==> config.mk <==
export PLATFORM = sky130hd
export DESIGN_NAME = cfgi_top
export DESIGN_NICKNAME = d
export VERILOG_FILES = /design/src/rtl/cfgi_pkg.sv /design/src/rtl/cfgi_fifo.sv /design/src/rtl/cfgi_ctrl.sv /design/src/rtl/cfgi_top.sv
export SDC_FILE = /design/constraint.sdc
export NUM_CORES = 1
export LEC_CHECK = 0
export BUFFER_PORTS_ARGS = -buffer_cell sky130_fd_sc_hd__buf_4
export CORE_MARGIN = 2
export CORE_UTILIZATION = 33
export DETAILED_ROUTE_END_ITERATION = 8
export GPL_ROUTABILITY_DRIVEN = 1
export PLACE_DENSITY = 0.59
export SETUP_SLACK_MARGIN = 0.02
export SYNTH_ARGS = -nofsm -noshare
export SYNTH_HDL_FRONTEND = slang
export SYNTH_SLANG_ARGS = --single-unit
==> constraint.sdc <==
create_clock -name clk -period 4 [get_ports clk]
set_clock_uncertainty 0.05 [all_clocks]
set_input_delay 0.4 -clock clk [delete_from_list [all_inputs] [get_ports clk]]
set_output_delay 0.4 -clock clk [all_outputs]
set_load 0.02 [all_outputs]
==> src/rtl/cfgi_pkg.sv <==
package cfgi_pkg;

    localparam int DW  = 32;
    localparam int BEW = DW / 8;

    typedef enum logic [1:0] {
        SEL_ADDR = 2'd0,
        SEL_DATA = 2'd1,
        SEL_STAT = 2'd2,
        SEL_NONE = 2'd3
    } reg_sel_e;

    typedef enum logic [1:0] {
        ST_IDLE    = 2'd0,
        ST_RD_WAIT = 2'd1,
        ST_RESP    = 2'd2
    } ctl_state_e;

    typedef struct packed {
        logic [DW-1:0]  addr;
        logic [BEW-1:0] be;
        logic           write;
    } txn_t;

endpackage

==> src/rtl/cfgi_fifo.sv <==
module cfgi_fifo #(
    parameter int W     = 8,
    parameter int DEPTH = 4
) (
    input  logic         clk,
    input  logic         rst_n,
    input  logic         push,
    input  logic [W-1:0] din,
    input  logic         pop,
    output logic [W-1:0] dout,
    output logic         full,
    output logic         empty
);
    localparam int PW = (DEPTH > 1) ? $clog2(DEPTH) : 1;
    localparam int CW = $clog2(DEPTH + 1);

    logic [W-1:0]  mem [DEPTH];
    logic [PW-1:0] wp, rp;
    logic [CW-1:0] cnt;

    logic do_push, do_pop;
    assign do_push = push && !full;
    assign do_pop  = pop && !empty;

    assign full  = (cnt == CW'(DEPTH));
    assign empty = (cnt == '0);
    assign dout  = mem[rp];

    always_ff @(posedge clk or negedge rst_n) begin
        if (!rst_n) begin
            wp  <= '0;
            rp  <= '0;
            cnt <= '0;
        end else begin
            if (do_push) begin
                wp <= (wp == PW'(DEPTH - 1)) ? '0 : wp + 1'b1;
            end
            if (do_pop) begin
                rp <= (rp == PW'(DEPTH - 1)) ? '0 : rp + 1'b1;
            end
            if (do_push && !do_pop) begin
                cnt <= cnt + 1'b1;
            end else if (do_pop && !do_push) begin
                cnt <= cnt - 1'b1;
            end
        end
    end

    always_ff @(posedge clk) begin
        if (do_push) begin
            mem[wp] <= din;
        end
    end

endmodule

==> src/rtl/cfgi_ctrl.sv <==
module cfgi_ctrl
    import cfgi_pkg::*;
(
    input  logic           clk,
    input  logic           rst_n,
    input  logic           cpu_req,
    input  logic [1:0]     cpu_addr,
    input  logic           cpu_we,
    input  logic [DW-1:0]  cpu_wdata,
    input  logic [BEW-1:0] cpu_be,
    input  logic           cpu_burst,
    output logic           cpu_ready,
    output logic [DW-1:0]  cpu_rdata,
    output logic           cpu_err,
    input  logic           tq_full,
    input  logic           wq_full,
    input  logic           rq_empty,
    input  logic [DW-1:0]  rq_head,
    input  logic           abort_evt,
    output logic           tq_push,
    output txn_t           tq_entry,
    output logic           wq_push,
    output logic           rq_pop,
    output logic           abort_sticky
);
    ctl_state_e state, nxt;
    reg_sel_e   sel;
    logic [DW-1:0] addr_q;
    logic       ld_addr, clr_abort;
    logic       rsp_load, rsp_e;
    logic [DW-1:0] rsp_d;
    logic [DW-1:0] rsp_data_q;
    logic       rsp_err_q;

    assign sel = reg_sel_e'(cpu_addr);

    // State register
    always_ff @(posedge clk or negedge rst_n) begin
        if (!rst_n) begin
            state <= ST_IDLE;
        end else begin
            state <= nxt;
        end
    end

    // Next state and per-cycle outputs
    always_comb begin
        nxt       = state;
        tq_push   = 1'b0;
        wq_push   = 1'b0;
        rq_pop    = 1'b0;
        ld_addr   = 1'b0;
        clr_abort = 1'b0;
        rsp_load  = 1'b0;
        rsp_e     = 1'b0;
        rsp_d     = '0;
        tq_entry.addr  = addr_q;
        tq_entry.be    = cpu_be;
        tq_entry.write = cpu_we;
        unique case (state)
            ST_IDLE: begin
                if (cpu_req) begin
                    if (cpu_burst) begin
                        rsp_load = 1'b1;
                        rsp_e    = 1'b1;
                        nxt      = ST_RESP;
                    end else begin
                        unique case (sel)
                            SEL_ADDR: begin
                                ld_addr  = cpu_we;
                                rsp_load = 1'b1;
                                rsp_d    = cpu_we ? '0 : addr_q;
                                nxt      = ST_RESP;
                            end
                            SEL_DATA: begin
                                if (cpu_we) begin
                                    if (!tq_full && !wq_full) begin
                                        tq_push  = 1'b1;
                                        wq_push  = 1'b1;
                                        rsp_load = 1'b1;
                                        nxt      = ST_RESP;
                                    end
                                end else if (!tq_full) begin
                                    tq_push = 1'b1;
                                    nxt     = ST_RD_WAIT;
                                end
                            end
                            SEL_STAT: begin
                                clr_abort = cpu_we && cpu_wdata[0];
                                rsp_load  = 1'b1;
                                rsp_d     = cpu_we ? '0 : {{(DW-1){1'b0}}, abort_sticky};
                                nxt       = ST_RESP;
                            end
                            default: begin
                                rsp_load = 1'b1;
                                rsp_e    = 1'b1;
                                nxt      = ST_RESP;
                            end
                        endcase
                    end
                end
            end
            ST_RD_WAIT: begin
                if (!rq_empty) begin
                    rq_pop   = 1'b1;
                    rsp_load = 1'b1;
                    rsp_d    = rq_head;
                    nxt      = ST_RESP;
                end
            end
            ST_RESP: begin
                nxt = ST_IDLE;
            end
            default: begin
                nxt = ST_IDLE;
            end
        endcase
    end

    // Held registers: address, response, sticky status
    always_ff @(posedge clk or negedge rst_n) begin
        if (!rst_n) begin
            addr_q       <= '0;
            rsp_data_q   <= '0;
            rsp_err_q    <= 1'b0;
            abort_sticky <= 1'b0;
        end else begin
            if (ld_addr) begin
                addr_q <= cpu_wdata;
            end
            if (rsp_load) begin
                rsp_data_q <= rsp_d;
                rsp_err_q  <= rsp_e;
            end
            if (abort_evt) begin
                abort_sticky <= 1'b1;
            end else if (clr_abort) begin
                abort_sticky <= 1'b0;
            end
        end
    end

    assign cpu_ready = (state == ST_RESP);
    assign cpu_rdata = cpu_ready ? rsp_data_q : '0;
    assign cpu_err   = cpu_ready && rsp_err_q;

endmodule

==> src/rtl/cfgi_top.sv <==
module cfgi_top
    import cfgi_pkg::*;
#(
    parameter int TQ_DEPTH = 4,
    parameter int WQ_DEPTH = 4,
    parameter int RQ_DEPTH = 4
) (
    input  logic           clk,
    input  logic           rst_n,
    input  logic           cpu_req,
    input  logic [1:0]     cpu_addr,
    input  logic           cpu_we,
    input  logic [DW-1:0]  cpu_wdata,
    input  logic [BEW-1:0] cpu_be,
    input  logic           cpu_burst,
    output logic           cpu_ready,
    output logic [DW-1:0]  cpu_rdata,
    output logic           cpu_err,
    output logic           bus_req,
    output logic [DW-1:0]  bus_addr,
    output logic [BEW-1:0] bus_be,
    output logic           bus_write,
    output logic [DW-1:0]  bus_wdata,
    input  logic           bus_ack,
    input  logic           bus_rd_valid,
    input  logic [DW-1:0]  bus_rd_data,
    input  logic           bus_rd_abort
);
    localparam int TW = $bits(txn_t);

    logic    tq_push, tq_full, tq_empty, tq_pop;
    txn_t    tq_entry, tq_head;
    logic    wq_push, wq_full, wq_empty, wq_pop;
    logic    rq_full, rq_empty, rq_pop;
    logic [DW-1:0] rq_head, rq_din;
    logic    abort_sticky;

    cfgi_ctrl u_ctrl (
        .clk          (clk),
        .rst_n        (rst_n),
        .cpu_req      (cpu_req),
        .cpu_addr     (cpu_addr),
        .cpu_we       (cpu_we),
        .cpu_wdata    (cpu_wdata),
        .cpu_be       (cpu_be),
        .cpu_burst    (cpu_burst),
        .cpu_ready    (cpu_ready),
        .cpu_rdata    (cpu_rdata),
        .cpu_err      (cpu_err),
        .tq_full      (tq_full),
        .wq_full      (wq_full),
        .rq_empty     (rq_empty),
        .rq_head      (rq_head),
        .abort_evt    (bus_rd_valid && bus_rd_abort),
        .tq_push      (tq_push),
        .tq_entry     (tq_entry),
        .wq_push      (wq_push),
        .rq_pop       (rq_pop),
        .abort_sticky (abort_sticky)
    );

    assign tq_pop = bus_ack && !tq_empty;
    assign wq_pop = tq_pop && tq_head.write;

    cfgi_fifo #(.W(TW), .DEPTH(TQ_DEPTH)) u_tq (
        .clk   (clk),
        .rst_n (rst_n),
        .push  (tq_push),
        .din   (tq_entry),
        .pop   (tq_pop),
        .dout  (tq_head),
        .full  (tq_full),
        .empty (tq_empty)
    );

    cfgi_fifo #(.W(DW), .DEPTH(WQ_DEPTH)) u_wq (
        .clk   (clk),
        .rst_n (rst_n),
        .push  (wq_push),
        .din   (cpu_wdata),
        .pop   (wq_pop),
        .dout  (bus_wdata),
        .full  (wq_full),
        .empty (wq_empty)
    );

    assign rq_din = bus_rd_abort ? '1 : bus_rd_data;

    cfgi_fifo #(.W(DW), .DEPTH(RQ_DEPTH)) u_rq (
        .clk   (clk),
        .rst_n (rst_n),
        .push  (bus_rd_valid),
        .din   (rq_din),
        .pop   (rq_pop),
        .dout  (rq_head),
        .full  (rq_full),
        .empty (rq_empty)
    );

    assign bus_req   = !tq_empty;
    assign bus_addr  = tq_head.addr;
    assign bus_be    = tq_head.be;
    assign bus_write = tq_head.write;

endmodule

==> results of run 1 <==
[sequential cells by signal (all words and copies together) (netlist names)]
signal	flops
u_ctrl.state	2
u_ctrl.rsp_err_q	1
u_wq.rp	2
u_wq.wp	2
u_tq.wp	2
u_rq.cnt	3
u_rq.wp	2
u_tq.rp	2
u_ctrl.abort_sticky	1
u_rq.mem	128
u_tq.mem	148
u_rq.rp	2
u_wq.mem	128
u_ctrl.addr_q	32
u_wq.cnt	3
u_ctrl.rsp_data_q	32
u_tq.cnt	3
[report_power, final]
group          internal (mW)  switching (mW)  leakage [nW]
clock network           2.98            1.92         0.840
logic                   1.80            1.92          2.73
registers               6.20           0.483          4.76
[per-layer routing]
metal	GRT usage [%]	routed length [um]	vias to the layer above
li1	-	-	4134
met1	19.4	19500	4839
met2	22.5	20100	187
met3	2.55	1490	62
met4	4.04	908	0
met5	0	0	-
[through the flow]
stage	std cells	setup WS (ns)	power [mW]	area [um2]	hold slack, ns
final	1962	0.969	15.3	23500	0.0446
after CTS	1961	0.885	15.5	23500	0.0269
after global placement	1835	1.13	10.5	21400	0.389
after global routing	1961	0.798	16.0	23500	0.0392
after floorplan	911	1.33	9.08	19100	0.0544
after detailed placement	1835	1.06	10.6	21400	0.401
[synthesized netlist by cell type (all sizes together)]
cell type,number
nand3b,1
buf,27
or3,2
or4b,1
a21oi,2
clkbuf,18
and2,45
nor2b,32
or3b,5
a21o,3
or2,32
nand4,2
xor2,6
o21a,1
mux2,43
a221o,31
nor2,9
a21boi,1
nor3,6
a311oi,1
edfxtp,404
nand2b,1
nand2,5
inv,11
ha,18
fa,3
o21ai,2
mux4,101
or4,1
xnor2,3
dfrtp,89
a31oi,1
a22o,1
o2bb2ai,1
mux2i,1
o22ai,1
[logic make-up after synthesis]
group                    Yosys count  synth area share, %
adder cells (fa/ha/maj)           21                 1.49
flip-flops                       493                 75.2
AO/OA/AOI/OAI                     45                 2.22
buffers and inverters             56                 1.47
XOR/XNOR                           9                0.413
AND/OR/NAND/NOR                  142                 4.75
multiplexers                     145                 14.5
[path summary, 6_finish.rpt]
kind                                  from  depth (start not counted)  slack [ns]             endpoint
max                             u_wq.rp[0]                          3        0.97         bus_wdata[8]
min reg2reg                u_ctrl.state[1]                          1        0.41      u_ctrl.state[0]
min                           bus_rd_valid                          2        0.04  u_ctrl.abort_sticky
max reg2reg                u_ctrl.state[0]                          3        1.24       u_tq.mem[3][7]
max in group asynchronous            rst_n                          3        2.52    u_ctrl.addr_q[15]
min in group asynchronous            rst_n                          2        0.42           u_wq.rp[0]
[area by class of cell]
class | instances | area, um2 | share of cell area (%)
Sequential cell | 493 | 14400 | 61.2
Multi-Input combinational cell | 362 | 4470 | 19.1
Timing Repair Buffer | 240 | 1890 | 8.06
Clock buffer | 61 | 1350 | 5.76
Tap cell | 765 | 957 | 4.08
Clock inverter | 29 | 395 | 1.68
Inverter | 11 | 41.3 | 0.176
Antenna cell | 1 | 2.50 | 0.0107
[repair_timing]
| item | 4_1_cts | 5_1_grt |
|---|---|---|
| endpoints found under the hold margin | 202 | 0 |
| hold buffers | 36 | 0 |
| resized for setup | 0 | 0 |
==> impl_metrics.yaml, run 1 <==
power:
  p_per_area_nw_per_um2: 652
  p_leak_nw: 8.33
  ir_drop_uv: 316
layout:
  finish.utilization_pct: 40.8
  syn2layout_area_growth_pct: 22.9
  final_nets: 1255
  mostFrequentLayoutCells: "edfxtp_1, buf_4, mux4_2"
  final_common_cell: "edfxtp_1"
  final.fill_count: 5162
  layout-drive-gt1-share_pct: 40.1
logic_synthesis:
  synthTopCellsByArea: "edfxtp_1, mux4_2, dfrtp_1"
  avgSynthCellArea_um2: 21.0
  synth.top_cell.area_share_pct: 63.5
  ys_ff_latch: 493
  synth_seq_area_share_pct: 75.2
  yosysUniqueCellTypes: 42
  synth_cells: 911
  yosys.area.top_type: "edfxtp_1"
  synth_fp_nets: 1010
  synth_area_um2: 19100
  ys_warn_count: 0
critical_path:
  end_kind: "output port"
  slowest_stage: "dfrtp_2"
  required_ns: 3.55
  cp-start-kind: "flip-flop"
  cp_common_cell: "buf_4"
  critical_path_class: "flip-flop to output port"
  crit_fanout: 19
  cp_top_family: "flip-flops"
  cp_num_buf_inv: 2
  arrival_ns: 2.58
  worstPathCellList: "buf_4 -> mux4_2 -> buf_4"
  cpPeakStageDelay_ns: 0.72
sta:
  worstMarginPinSlew_ns: 1.04
  hold_viol: 0
  fin_crit_sh_pct: 75.8
  maxSlewViolCount: 0
  max-slew-margin-rel_pct: 30.4
  setup_tns_ns: 0
  final.min_clock_period_ns: 3.03
  fmax_ghz: 0.330
  finalSetupViolCount: 0
  rsz0062_at_grt: "false"
cts:
  insertion_delay_ns: 0.57
  tritoncts: "done"
  root_buffer: "clkbuf_16"
  clock_path_buffers: 3
  clock-sinks: 493
  clkSlewWorstSetupHoldPaths_ns: 0.06
  cts_setup_buffers: 0
  htree_levels: 2
  cts_buffers: 48
floorplan:
  rows: 88
  start_util_pct: 33.2
  io_pins: 182
  core_region_area_um2: 57500
  die_w_um: 245
  die_area_um2: 59800
  die_h_um: 245
detailed_routing:
  remaining_drc_errors: 0
  dr.pass1.iters: 4
  routedWlPerCell_um: 21.4
  vias_per_cell: 4.70
  via_count: 9222
  drtIter0Drc: 633
  final_antenna_net_count: 0
  wl_um: 42000
placement:
  gp_congestion: 0.738
  portBuffers: 181
  dpl.hpwl_um: 27800
global_routing:
  gr-usage-all-layers_pct: 13.9
  grt_pass1_vias: 9725
  grt_pass1_wl_um: 62500
  grt_overflow: 0
  grt_max_degree: 64
  antenna_found_initial: 0
worst_hold_path:
  hold_path.class: "primary input to flip-flop"
job:
  maxCapViolations: 0
outcome:
  status: "finished, final reports clean"
No activity file was read; power rests on OpenSTA's default activity.
==> run 2: changes to the inputs <==
- ABC_AREA: unset -> 1
- PLACE_DENSITY: 0.59 -> 0.58
- clock period: 4 -> 3.1 ns (I/O delays scaled with it)
==> run 2 against run 1 <==
Net effect: worst setup slack got worse by 0.80 ns; synthesized cell count is 85% higher; power grew 37%; register-to-register slack worse by 0.90 ns; largest power group unchanged; sequential share of layout area fell by 3.1 points; area after synthesis grew 5.4%; final cell count up 41%; clock power rose by 23%.
==> impl_metrics.yaml, run 2 <==
layout:
  final.fill_count: 5705
  layout-drive-gt1-share_pct: 19.5
  diodes: 0
  final_common_cell: "edfxtp_1"
  largest_reg_flops: 148
  syn2layout_area_growth_pct: 22.7
  final_nets: 2037
  regMostFlops: "u_tq.mem"
  reg_top3: "u_tq.mem: 148 flops, u_rq.mem: 128 flops, u_wq.mem: 128 flops"
  mostFrequentLayoutCells: "edfxtp_1, nand2_1, buf_4"
placement:
  dpl.hpwl_um: 32300
  portBuffers: 181
  gp_congestion: 0.803
power:
  p_leak_nw: 9.48
  p_per_area_nw_per_um2: 850
  ir_drop_uv: 434
  power_mw: 21.0
floorplan:
  rows: 90
  die_w_um: 251
  die_area_um2: 63000
  io_pins: 182
  die_h_um: 251
  start_util_pct: 33.4
  core_region_area_um2: 60400
sta:
  fin_crit_sh_pct: 94.7
  rsz0062_at_grt: "false"
  setup_tns_ns: 0
  whs_ns: 0.0621
  finalSetupViolCount: 0
  final.min_clock_period_ns: 2.94
  maxSlewViolCount: 0
  hold_viol: 0
  max-slew-margin-rel_pct: 51.3
  worstMarginPinSlew_ns: 0.731
  fmax_ghz: 0.341
logic_synthesis:
  synth_seq_area_share_pct: 71.3
  ys_ff_latch: 493
  yosysUniqueCellTypes: 33
  synth_area_um2: 20100
  async_flop_share_pct: 18.1
  synth_cells: 1687
  synth.top_cell.area_share_pct: 60.2
  synthTopCellsByArea: "edfxtp_1, dfrtp_1, nand2_1"
  avgSynthCellArea_um2: 11.9
  synth_most_common_cell: "edfxtp_1"
  synth_fp_nets: 1786
  yosys.area.top_type: "edfxtp_1"
  synth_flop_cell: "edfxtp_1"
  yosys-top-cells-count: "edfxtp_1, nand2_1, nor2_1"
  synth-edff-count: 404
  ys_warn_count: 0
detailed_routing:
  wl_um: 51400
  vias_per_cell: 4.74
  drtIter0Drc: 988
  final_antenna_net_count: 0
  remaining_drc_errors: 0
  via_count: 13100
  dr.pass1.iters: 8
  routedWlPerCell_um: 18.6
critical_path:
  r2r-end: "u_wq.cnt[2]"
  critical_path_class: "flip-flop to output port"
  crit_end: "bus_addr[10]"
  arrival_ns: 2.58
  cp-start-kind: "flip-flop"
  timing.rr.start: "u_tq.rp[0]"
  crit_fanout: 50
  ff2ff_path_depth: 10
  end_kind: "output port"
  required_ns: 2.74
  ff2ff_setup_slack_ns: 0.34
  startpoint: "u_tq.rp[0]"
global_routing:
  gr-usage-all-layers_pct: 16.1
  grt_pass1_vias: 13100
  antenna_found_initial: 0
  grt_pass1_wl_um: 77500
  grt_overflow: 0
  grt_max_degree: 68
cts:
  root_buffer: "clkbuf_16"
  htree_levels: 2
  clock_path_buffers: 3
  clock-sinks: 493
  tritoncts: "done"
  clkSlewWorstSetupHoldPaths_ns: 0.06
  insertion_delay_ns: 0.58
  cts_buffers: 51
worst_hold_path:
  hold_path.class: "primary input to flip-flop"
job:
  maxCapViolations: 0
outcome:
  status: "finished, final reports clean"
run 2: cell count changes after synthesis, sizes merged, moves of 40 or more:
| cell | change |
|---|---|
| and2 | -45 |
| nand3 | +140 |
| o22ai | +67 |
| mux4 | -101 |
| nor2 | +197 |
| o21ai | +180 |
| inv | +130 |
| mux2 | -40 |
| nand2 | +289 |
run 2: repair_timing:
item | in CTS | in global routing
setup buffers | 0 | 0
gates resized for setup | 0 | 2
endpoints found under the hold margin | 342 | 0
setup endpoints to repair | 0 | 3
hold buffers | 71 | 0
run 2: per-stage QoR:
stage | setup slack [ns] | util [%] | cells | area [um2]
after floorplan | 0.0916 | - | 1687 | 20100
final | 0.164 | 40.9 | 2761 | 24700
after detailed placement | 0.525 | 37.0 | 2596 | 22400
after global placement | 0.504 | 37.0 | 2596 | 22400
after CTS | 0.0724 | 40.9 | 2761 | 24700
after global routing | 0.0665 | 40.9 | 2761 | 24700
run 2: metal layers:
metal / track usage [%] / wire length (um) / part of all wire, % / vias up
li1: - / - / - / 6303
met1: 21.4 / 22300 / 43 / 6400
met2: 27.2 / 25400 / 49 / 312
met3: 2.82 / 2480 / 4.8 / 74
met4: 4.69 / 1240 / 2.4 / 0
met5: 0 / 0 / 0 / -
run 2: final cells by class:
type | count | area, um2 | area share [%]
Clock buffer | 81 | 1480 | 5.99
Clock inverter | 13 | 163 | 0.658
Inverter | 141 | 536 | 2.17
Multi-Input combinational cell | 965 | 4830 | 19.5
Sequential cell | 493 | 14400 | 58.1
Tap cell | 782 | 978 | 3.96
Timing Repair Buffer | 286 | 2370 | 9.57
run 2: where the power goes:
part | internal, mW | leakage, nW | switching [mW] | total (mW)
logic | 2.15 | 3.91 | 4.26 | 6.41
clock network | 3.59 | 0.795 | 2.44 | 6.03
registers | 8.00 | 4.77 | 0.553 | 8.55
run 2: cell families (layout without fill, tap and decap cells):
group / count (synthesis) / after routing / synth area share [%]
compound gates: 259 / 259 / 7.48
flops: 493 / 493 / 71.3
mux: 3 / 3 / 0.168
buf+inv: 229 / 521 / 5.01
simple gates: 676 / 676 / 14.4
xor+xnor: 6 / 6 / 0.261
fa+ha+maj: 21 / 21 / 1.42
run 2: worst min path at each step:
stage	startpoint	end	slack, ns	cells after the start
2_1_floorplan	rst_n	u_ctrl.abort_sticky	-0.04	0
3_3_place_gp	rst_n	u_ctrl.rsp_data_q[29]	0.30	1
3_5_place_dp	rst_n	u_ctrl.rsp_data_q[29]	0.29	1
4_1_cts	cpu_addr[0]	u_ctrl.abort_sticky	0.02	5
5_1_grt	cpu_burst	u_ctrl.rsp_err_q	0.04	4
6_report	cpu_burst	u_ctrl.rsp_err_q	0.06	4
run 2: critical path: stages, from the launching register on:
cell	delay, ns
dfrtp_2	0.55
clkinv_2	0.32
buf_12	0.27
o21ai_1	0.09
o22ai_1	0.47
buf_4	0.25
